File: src/rtl/sop_pkg.sv
package sop_pkg;
  // Chain position of literal lit (2*i true, 2*i+1 complement) of term t.
  function automatic int and_bit_pos(input int t, input int lit, input int n_in);
    return t * 2 * n_in + lit;
  endfunction

  // Chain position of the OR connection from term t to output o.
  function automatic int or_bit_pos(input int o, input int t, input int n_term,
                                    input int and_bits);
    return and_bits + o * n_term + t;
  endfunction

  // Product of connected literals; an empty mask yields 0.
  function automatic logic term_value(input logic [63:0] lits, input logic [63:0] mask);
    return (|mask) & (&(lits | ~mask));
  endfunction
endpackage

File: src/rtl/sop_cfg_chain.sv
module sop_cfg_chain #(
  parameter int LEN = 66
) (
  input  logic           clk,
  input  logic           rst_n,
  input  logic           cfg_sin,
  input  logic           cfg_shift,
  input  logic           cfg_load,
  output logic [LEN-1:0] active_q
);
  logic [LEN-1:0] chain_q;

  always_ff @(posedge clk or negedge rst_n) begin
    if (!rst_n) begin
      chain_q  <= '0;
      active_q <= '0;
    end else begin
      if (cfg_shift) chain_q <= {cfg_sin, chain_q[LEN-1:1]};
      if (cfg_load)  active_q <= chain_q;
    end
  end

  p_chain_hold_r7: assert property (@(posedge clk) disable iff (!rst_n)
    !cfg_shift |=> $stable(chain_q));
  p_shift_in_r7: assert property (@(posedge clk) disable iff (!rst_n)
    cfg_shift |=> chain_q[LEN-1] == $past(cfg_sin));
  p_active_hold_r8: assert property (@(posedge clk) disable iff (!rst_n)
    !cfg_load |=> $stable(active_q));
  p_commit_r9: assert property (@(posedge clk) disable iff (!rst_n)
    cfg_load |=> active_q == $past(chain_q));
endmodule

File: src/rtl/sop_and_plane.sv
module sop_and_plane
  import sop_pkg::*;
#(
  parameter int N_IN   = 4,
  parameter int N_TERM = 6,
  localparam int LITS  = 2 * N_IN
) (
  input  logic [N_IN-1:0]        din,
  input  logic [N_TERM*LITS-1:0] and_mask,
  output logic [N_TERM-1:0]      term
);
  logic [LITS-1:0] lit_vec;

  for (genvar i = 0; i < N_IN; i++) begin : g_lit
    assign lit_vec[2*i]   = din[i];
    assign lit_vec[2*i+1] = ~din[i];
  end

  for (genvar t = 0; t < N_TERM; t++) begin : g_term
    logic [LITS-1:0] m;
    logic [63:0] m_w, l_w;
    assign m    = and_mask[t*LITS +: LITS];
    assign m_w  = 64'(m);
    assign l_w  = 64'(lit_vec);
    assign term[t] = term_value(l_w, m_w);

    always_comb begin
      p_empty_term_r4: assert (!(m == '0 && term[t] === 1'b1));
    end
  end
endmodule

File: src/rtl/sop_or_plane.sv
module sop_or_plane #(
  parameter int N_TERM = 6,
  parameter int N_OUT  = 3,
  localparam int GRP   = N_TERM / N_OUT
) (
  input  logic [N_TERM-1:0]       term,
  input  logic [N_OUT*N_TERM-1:0] or_mask,
  input  logic                    grp_mode,
  output logic [N_OUT-1:0]        dout
);
  for (genvar o = 0; o < N_OUT; o++) begin : g_out
    logic shared_v, grouped_v;
    assign shared_v  = |(term & or_mask[o*N_TERM +: N_TERM]);
    assign grouped_v = |term[o*GRP +: GRP];
    assign dout[o]   = grp_mode ? grouped_v : shared_v;

    always_comb begin
      p_grouped_source_r6: assert (!(grp_mode === 1'b1 && dout[o] === 1'b1
                                     && term[o*GRP +: GRP] == '0));
      p_shared_source_r5: assert (!(grp_mode === 1'b0 && dout[o] === 1'b1
                                    && (term & or_mask[o*N_TERM +: N_TERM]) == '0));
    end
  end
endmodule

File: src/rtl/sop_logic_array.sv
module sop_logic_array #(
  parameter int N_IN   = 4,
  parameter int N_OUT  = 3,
  parameter int N_TERM = 6,
  localparam int AND_BITS = N_TERM * 2 * N_IN,
  localparam int OR_BITS  = N_OUT * N_TERM,
  localparam int CFG_LEN  = AND_BITS + OR_BITS
) (
  input  logic             clk,
  input  logic             rst_n,
  input  logic             cfg_sin,
  input  logic             cfg_shift,
  input  logic             cfg_load,
  input  logic             grp_mode,
  input  logic [N_IN-1:0]  din,
  output logic [N_OUT-1:0] dout
);
  logic [CFG_LEN-1:0] active_cfg;
  logic [N_TERM-1:0]  term_vec;
  logic               commit_evt;

  assign commit_evt = cfg_load;

  sop_cfg_chain #(.LEN(CFG_LEN)) u_chain (
    .clk(clk), .rst_n(rst_n), .cfg_sin(cfg_sin), .cfg_shift(cfg_shift),
    .cfg_load(commit_evt), .active_q(active_cfg)
  );

  sop_and_plane #(.N_IN(N_IN), .N_TERM(N_TERM)) u_and (
    .din(din), .and_mask(active_cfg[AND_BITS-1:0]), .term(term_vec)
  );

  sop_or_plane #(.N_TERM(N_TERM), .N_OUT(N_OUT)) u_or (
    .term(term_vec), .or_mask(active_cfg[CFG_LEN-1:AND_BITS]),
    .grp_mode(grp_mode), .dout(dout)
  );

  p_reset_clear_r1: assert property (@(posedge clk) disable iff (!rst_n)
    $rose(rst_n) |-> active_cfg == '0);
endmodule

File: config.mk
export PLATFORM = sky130hd
export DESIGN_NAME = sop_logic_array
export DESIGN_NICKNAME = d
export VERILOG_FILES = /design/src/rtl/sop_pkg.sv /design/src/rtl/sop_cfg_chain.sv /design/src/rtl/sop_and_plane.sv /design/src/rtl/sop_or_plane.sv /design/src/rtl/sop_logic_array.sv
export SDC_FILE = /design/constraint.sdc
export NUM_CORES = 1
export LEC_CHECK = 0
export BUFFER_PORTS_ARGS = -buffer_cell sky130_fd_sc_hd__buf_2
export CAP_MARGIN = 30
export CORE_MARGIN = 2
export CORE_UTILIZATION = 46
export CTS_BUF_LIST = sky130_fd_sc_hd__clkbuf_2
export CTS_CLUSTER_SIZE = 25
export DETAILED_ROUTE_END_ITERATION = 8
export SLEW_MARGIN = 40
export SYNTH_ARGS = -nofsm -noshare
export SYNTH_HDL_FRONTEND = slang
export SYNTH_SLANG_ARGS = --single-unit
File: constraint.sdc
create_clock -name clk -period 2.43 [get_ports clk]
set_clock_uncertainty 0.05 [all_clocks]
set_input_delay 0.243 -clock clk [delete_from_list [all_inputs] [get_ports clk]]
set_output_delay 0.243 -clock clk [all_outputs]
set_load 0.05 [all_outputs]
==> results of run 1 <==
## timing repair
item	4_1_cts	5_1_grt
pin swaps	6	4
gates resized for setup	12	3
buffers inserted	5	0
endpoints found under the setup margin	3	3
hold buffers	2	0
hold endpoints to repair	133	0
## per-stage QoR
| step | std cells | utilization | hold WS (ns) | TNS (ns) | cell area (sq um) |
|---|---|---|---|---|---|
| global route | 535 | 0.524 | 0.00137 | -1.83 | 6000 |
| global placement | 499 | 0.497 | 0.224 | 0 | 5700 |
| floorplan | 356 | - | -0.103 | 0 | 5450 |
| detailed placement | 499 | 0.497 | 0.233 | 0 | 5700 |
| CTS | 535 | 0.522 | 0.0164 | -1.41 | 5990 |
| finish | 535 | 0.524 | 0.0617 | -1.18 | 6000 |
## Yosys cell counts
| cell type | n |
|---|---|
| clkbuf_1 | 6 |
| a21oi_1 | 1 |
| nor2_4 | 1 |
| nor3b_1 | 4 |
| nor4_1 | 4 |
| nor3_1 | 2 |
| a221oi_1 | 2 |
| mux2_2 | 132 |
| or4_4 | 2 |
| a31oi_1 | 1 |
| o211ai_1 | 1 |
| nor4b_1 | 3 |
| dfrtp_1 | 132 |
| o21ai_0 | 1 |
| and4b_1 | 1 |
| or4_1 | 6 |
| mux2i_1 | 24 |
| a22oi_1 | 4 |
| nor2_1 | 6 |
| buf_2 | 12 |
| a2111oi_1 | 1 |
| a2111oi_0 | 1 |
| nand2_1 | 6 |
| nand4_1 | 3 |
## worst max-delay path by stage
stage	start	to
global route	u_chain.active_q[29]	dout[1]
detailed placement	u_chain.active_q[29]	dout[1]
floorplan	din[2]	dout[0]
CTS	u_chain.active_q[27]	dout[2]
global placement	u_chain.active_q[25]	dout[1]
finish	u_chain.active_q[27]	dout[1]
## power breakdown
part / leakage, uW / internal [uW] / total (uW) / switching [uW]
sequential: 0.00175 / 2610 / 2900 / 289
clock: 0.000129 / 449 / 1160 / 708
combinational: 0.00111 / 520 / 940 / 421
## state kept, by name, summed over array words and instances, names as in the netlist
register,flops
u_chain.chain_q,66
u_chain.active_q,66
## critical path: cells and delay by family (launching register included)
family          cells  cell delay [ns]
buf+inv             1             0.21
simple gates        3             0.78
flops               1             0.43
compound gates      2             0.50
## placed cells by master, fill, tap and decap left out, types with 2 or more instances in the layout
cell type,Yosys,routed
buf_2,12,8
clkinv_2,0,3
dfrtp_1,132,132
nor2_2,0,2
nor3_1,2,2
or4_1,6,4
bufinv_16,0,2
buf_4,0,11
clkinv_1,0,4
clkbuf_2,0,20
buf_12,0,4
nor3b_2,0,2
nand4_1,3,3
mux2_2,132,132
dlygate4sd3_1,0,2
or4_4,2,4
nor4_1,4,4
nor2_1,6,3
nor3b_1,4,2
nor2_4,1,2
a22oi_1,4,4
nand2_1,6,6
a2111oi_2,0,2
nor4b_1,3,3
mux2i_1,24,24
## metal layers
metal,vias to the layer above,part of all wire,global-route usage
li1,1353,-,-
met3,11,0.028,0.0552
met1,1530,0.50,0.235
met4,0,0.013,0.0585
met2,26,0.46,0.247
met5,-,0,0
## layout make-up
class	instances	area, sq um	share of cell area
clock inverters	9	90.1	0.0150
repair buffers	25	223	0.0371
flip-flops and latches	132	3300	0.550
well taps	143	179	0.0298
clock buffers	20	100	0.0167
multi-input cells	206	2110	0.351
## logic make-up (layout without fill, tap and decap cells)
logic type | count (synthesis) | in the layout | synth area share
multiplexers | 156 | 156 | 0.317
flip-flops | 132 | 132 | 0.606
AND/OR/NAND/NOR | 38 | 38 | 0.0448
buffers and inverters | 18 | 54 | 0.0152
AO/OA/AOI/OAI | 12 | 12 | 0.0165
==> run summary, run 1 <==
via/cell ratio -> 5.46
Post-DP HPWL -> 5.91 mm
Post-Syn Area per Cell -> 15.3 sq um
clock-pin slew on the worst setup and hold paths -> 0.17 ns
R2R Path Start -> u_chain.active_q[27]
Slowest-stage cell, CP -> or4_4
initial drt markers -> 122
Yosys top cell area share -> 0.606
RSZ-0062 raised after global routing -> yes
First-pass DRT Iterations -> 4
n_diodes -> 0
Final WS setup -> -0.433 ns
outcome -> finished, violations left
nets -> 392
Min-Delay Path Class -> input port to asynchronous set/reset pin
vias in the first global route -> 3144
largest net degree at the start of global routing -> 67
root buf cell -> clkbuf_2
Initial Util -> 0.475
vias after detailed routing -> 2920
Max Slew Vio Count -> 0
Layout area overhead -> 10.2%
Static Leakage -> 0.00299 uW
clock latency on the worst-skew pair -> 0.67 ns
max incr delay on CP -> 0.56 ns
H-tree depth -> 4
post-synthesis net count -> 366
initial antenna violation count -> 0
cell accounting for the most synthesized area -> dfrtp_1
Netlist cell types -> 24
wire length of the first global-routing pass -> 16.4 mm
Clock Sinks -> 132
final hold viol count -> 0
CP arrival -> 2.57 ns
Power Density -> 832 nW/um^2
# port buffers -> 12
Worst-Margin Slew -> 0.582 ns
Reg2Reg Capture Point -> u_chain.active_q[27]
fillers -> 986
Req. time, crit path -> 2.14 ns
Die ar. -> 12700 sq um
post-synthesis cell area -> 5450 sq um
Die W -> 113 um
crit path time final -> 2.86 ns
Global Route Usage Sum -> 0.168
Finish-stage setup viols -> 3
remaining global-route overflow -> 0
total CTS buffers -> 17
peak supply drop -> 0.843 mV
share of layout cells above drive strength 1 -> 0.492
Place WS -> 0.0936 ns
drt drc -> 0
fmax -> 349 MHz
CTS tree -> built
Total Power -> 5000 uW
GPL Wtd Cong -> 0.718
post-route ant nets -> 0
Seq/Total Area, Yosys -> 0.606
CP cell instances -> or4_4, nor2_4, nor3b_1, a2111oi_2, a22oi_1, buf_4
Clock Tree Buf Depth -> 2
synth top area cells -> dfrtp_1, mux2_2, mux2i_1, buf_2, or4_1
I/O pin count -> 13
Synth Warn # -> 0
row count -> 39
Core ar. -> 11500 sq um
Worst Reg-to-Reg Cells -> 2
r2r setup slk -> 1.48 ns
CP Capture Type -> output pin
max-cap viol count -> 0
violated checks -> setup timing
total routed wirelength -> 9.43 mm
critical path peak fanout -> 3
Slew HR -> 0.612
Final period util -> 1.18
kind of critical path -> flip-flop to output pin
post-synthesis register bit count -> 132
Post-Syn Instances -> 356
Die H -> 113 um
Routed WL per cell -> 17.6 um
CP Launch Type -> flip-flop
No activity file was read; power rests on OpenSTA's default activity.
==> inputs of run 2 (changes only) <==
--- a/config.mk
+++ b/config.mk
@@ -12,6 +12,7 @@
 export CTS_BUF_LIST = sky130_fd_sc_hd__clkbuf_2
 export CTS_CLUSTER_SIZE = 25
 export DETAILED_ROUTE_END_ITERATION = 8
+export RECOVER_POWER = 100
 export SLEW_MARGIN = 40
 export SYNTH_ARGS = -nofsm -noshare
 export SYNTH_HDL_FRONTEND = slang
==> run summary, run 2 (synthesis gave the netlist of run 1 again) <==
First-pass DRT Iterations -> 4
Final Util -> 0.521
Die H -> 113 um
initial drt markers -> 128
Slowest-stage cell, CP -> or4_4
RSZ-0062 raised after global routing -> yes
Post-DP HPWL -> 5.91 mm
initial antenna violation count -> 0
clock network power share -> 0.232
placed cell area -> 5700 sq um
Clock Sinks -> 132
Clock Tree Buf Depth -> 2
Req. time, crit path -> 2.14 ns
largest net degree at the start of global routing -> 67
r2r setup slk -> 1.48 ns
sequential share of power -> 0.581
post-route ant nets -> 0
critical path peak fanout -> 3
Final WS setup -> -0.428 ns
Max Slew Vio Count -> 0
max-cap viol count -> 0
row count -> 39
Total Power -> 4990 uW
Worst Reg-to-Reg Cells -> 2
outcome -> finished, violations left
nets -> 392
CP cell instances -> or4_4, nor2_4, nor3b_1, a2111oi_2, a22oi_1, buf_4
H-tree depth -> 4
drt drc -> 0
Worst-Margin Slew -> 1.20 ns
kind of critical path -> flip-flop to output pin
Min-Delay Path Class -> input port to flip-flop
Final period util -> 1.18
Placed Instances -> 499
vias in the first global route -> 3144
Power Density -> 835 nW/um^2
commonest cells after routing, fill and taps aside -> mux2_2, dfrtp_1, mux2i_1
final hold viol count -> 0
# port buffers -> 12
vias after detailed routing -> 2917
n_diodes -> 0
total routed wirelength -> 9.40 mm
Hold Crit Endpoint -> u_chain.chain_q[32]
CP arrival -> 2.56 ns
Core ar. -> 11500 sq um
Reg2Reg Capture Point -> u_chain.active_q[27]
root buf cell -> clkbuf_2
Sw Share -> 0.284
CP Capture Type -> output pin
Hold Path Depth -> 3
Crit path buffers/inverters -> 1
total CTS buffers -> 17
Die W -> 113 um
Layout area overhead -> 9.63%
Routed WL per cell -> 17.6 um
peak supply drop -> 0.846 mV
Initial Util -> 0.475
clock latency on the worst-skew pair -> 0.67 ns
Global Route Usage Sum -> 0.168
clock-pin slew on the worst setup and hold paths -> 0.17 ns
remaining global-route overflow -> 0
Die ar. -> 12700 sq um
Top Registers -> u_chain.active_q (66), u_chain.chain_q (66)
setup TNS -> -1.16 ns
HP Start -> cfg_shift
fmax -> 350 MHz
Top delay family on crit path -> simple AND/OR/NAND/NOR gates
Sw Pwr -> 1420 uW
Pint -> 3570 uW
CP Launch Type -> flip-flop
I/O pin count -> 13
Slew HR -> 0.201
via/cell ratio -> 5.45
post-route insts no fill -> 535
violated checks -> setup timing
GPL Wtd Cong -> 0.718
share of layout cells above drive strength 1 -> 0.492
crit path time final -> 2.86 ns
wire length of the first global-routing pass -> 16.4 mm
R2R Path Start -> u_chain.active_q[27]
Finish-stage setup viols -> 3
max incr delay on CP -> 0.56 ns
CTS tree -> built
Static Leakage -> 0.00297 uW
Final Instance Area -> 5970 sq um
Logic pwr share -> 0.187
[run 2: cell type report]
cell class,count,area [sq um]
clock buffer,20,100
clock inverter,9,90.1
multi-input combinational,206,2110
tap,143,179
timing repair buffer,25,190
sequential,132,3300
fill,990,5500
[run 2: worst reg2reg max path: cells and delay by family, from the launching register on]
kind	cells	cell delay, ns
flip-flops	1	0.42
buffers and inverters	1	0.14
multiplexers	1	0.25
[run 2: how the worst max path moves through the flow]
| stage | from | to | slack, ns | cells after the start |
|---|---|---|---|---|
| final | u_chain.active_q[27] | dout[1] | -0.43 | 6 |
| after detailed placement | u_chain.active_q[29] | dout[1] | 0.09 | 6 |
| after CTS | u_chain.active_q[27] | dout[2] | -0.50 | 6 |
| after global routing | u_chain.active_q[29] | dout[1] | -0.66 | 6 |
| after floorplan | din[2] | dout[0] | 0.21 | 6 |
| after global placement | u_chain.active_q[25] | dout[1] | 0.08 | 6 |
[run 2: per-stage QoR]
step | hold slack, ns | setup WS (ns)
6_report | 0.138 | -0.428
5_1_grt | 0.0471 | -0.656
4_1_cts | 0.0164 | -0.505
3_5_place_dp | 0.233 | 0.0936
3_3_place_gp | 0.224 | 0.0796
2_1_floorplan | -0.103 | 0.208
[run 2: metal layers]
| metal | global-route usage | part of all wire |
|---|---|---|
| met1 | 0.235 | 0.50 |
| met2 | 0.247 | 0.46 |
| met3 | 0.0552 | 0.028 |
| met4 | 0.0585 | 0.013 |
| met5 | 0 | 0 |
[run 2: timing repair]
item | CTS | global route
endpoints found under the setup margin | 3 | 3
resized for setup | 12 | 3
pin swaps | 6 | 4
hold buffers | 2 | 0
buffers inserted | 5 | 0
endpoints found under the hold margin | 133 | 0
[run 2: power by group through the flow]
stage | registers, uW | logic [uW] | clock network, uW
floorplan | 2830 | 718 | 0
global placement | 2940 | 898 | 0
detailed placement | 2950 | 921 | 0
CTS | 2900 | 959 | 1210
global route | 2960 | 1030 | 1330
finish | 2900 | 933 | 1160
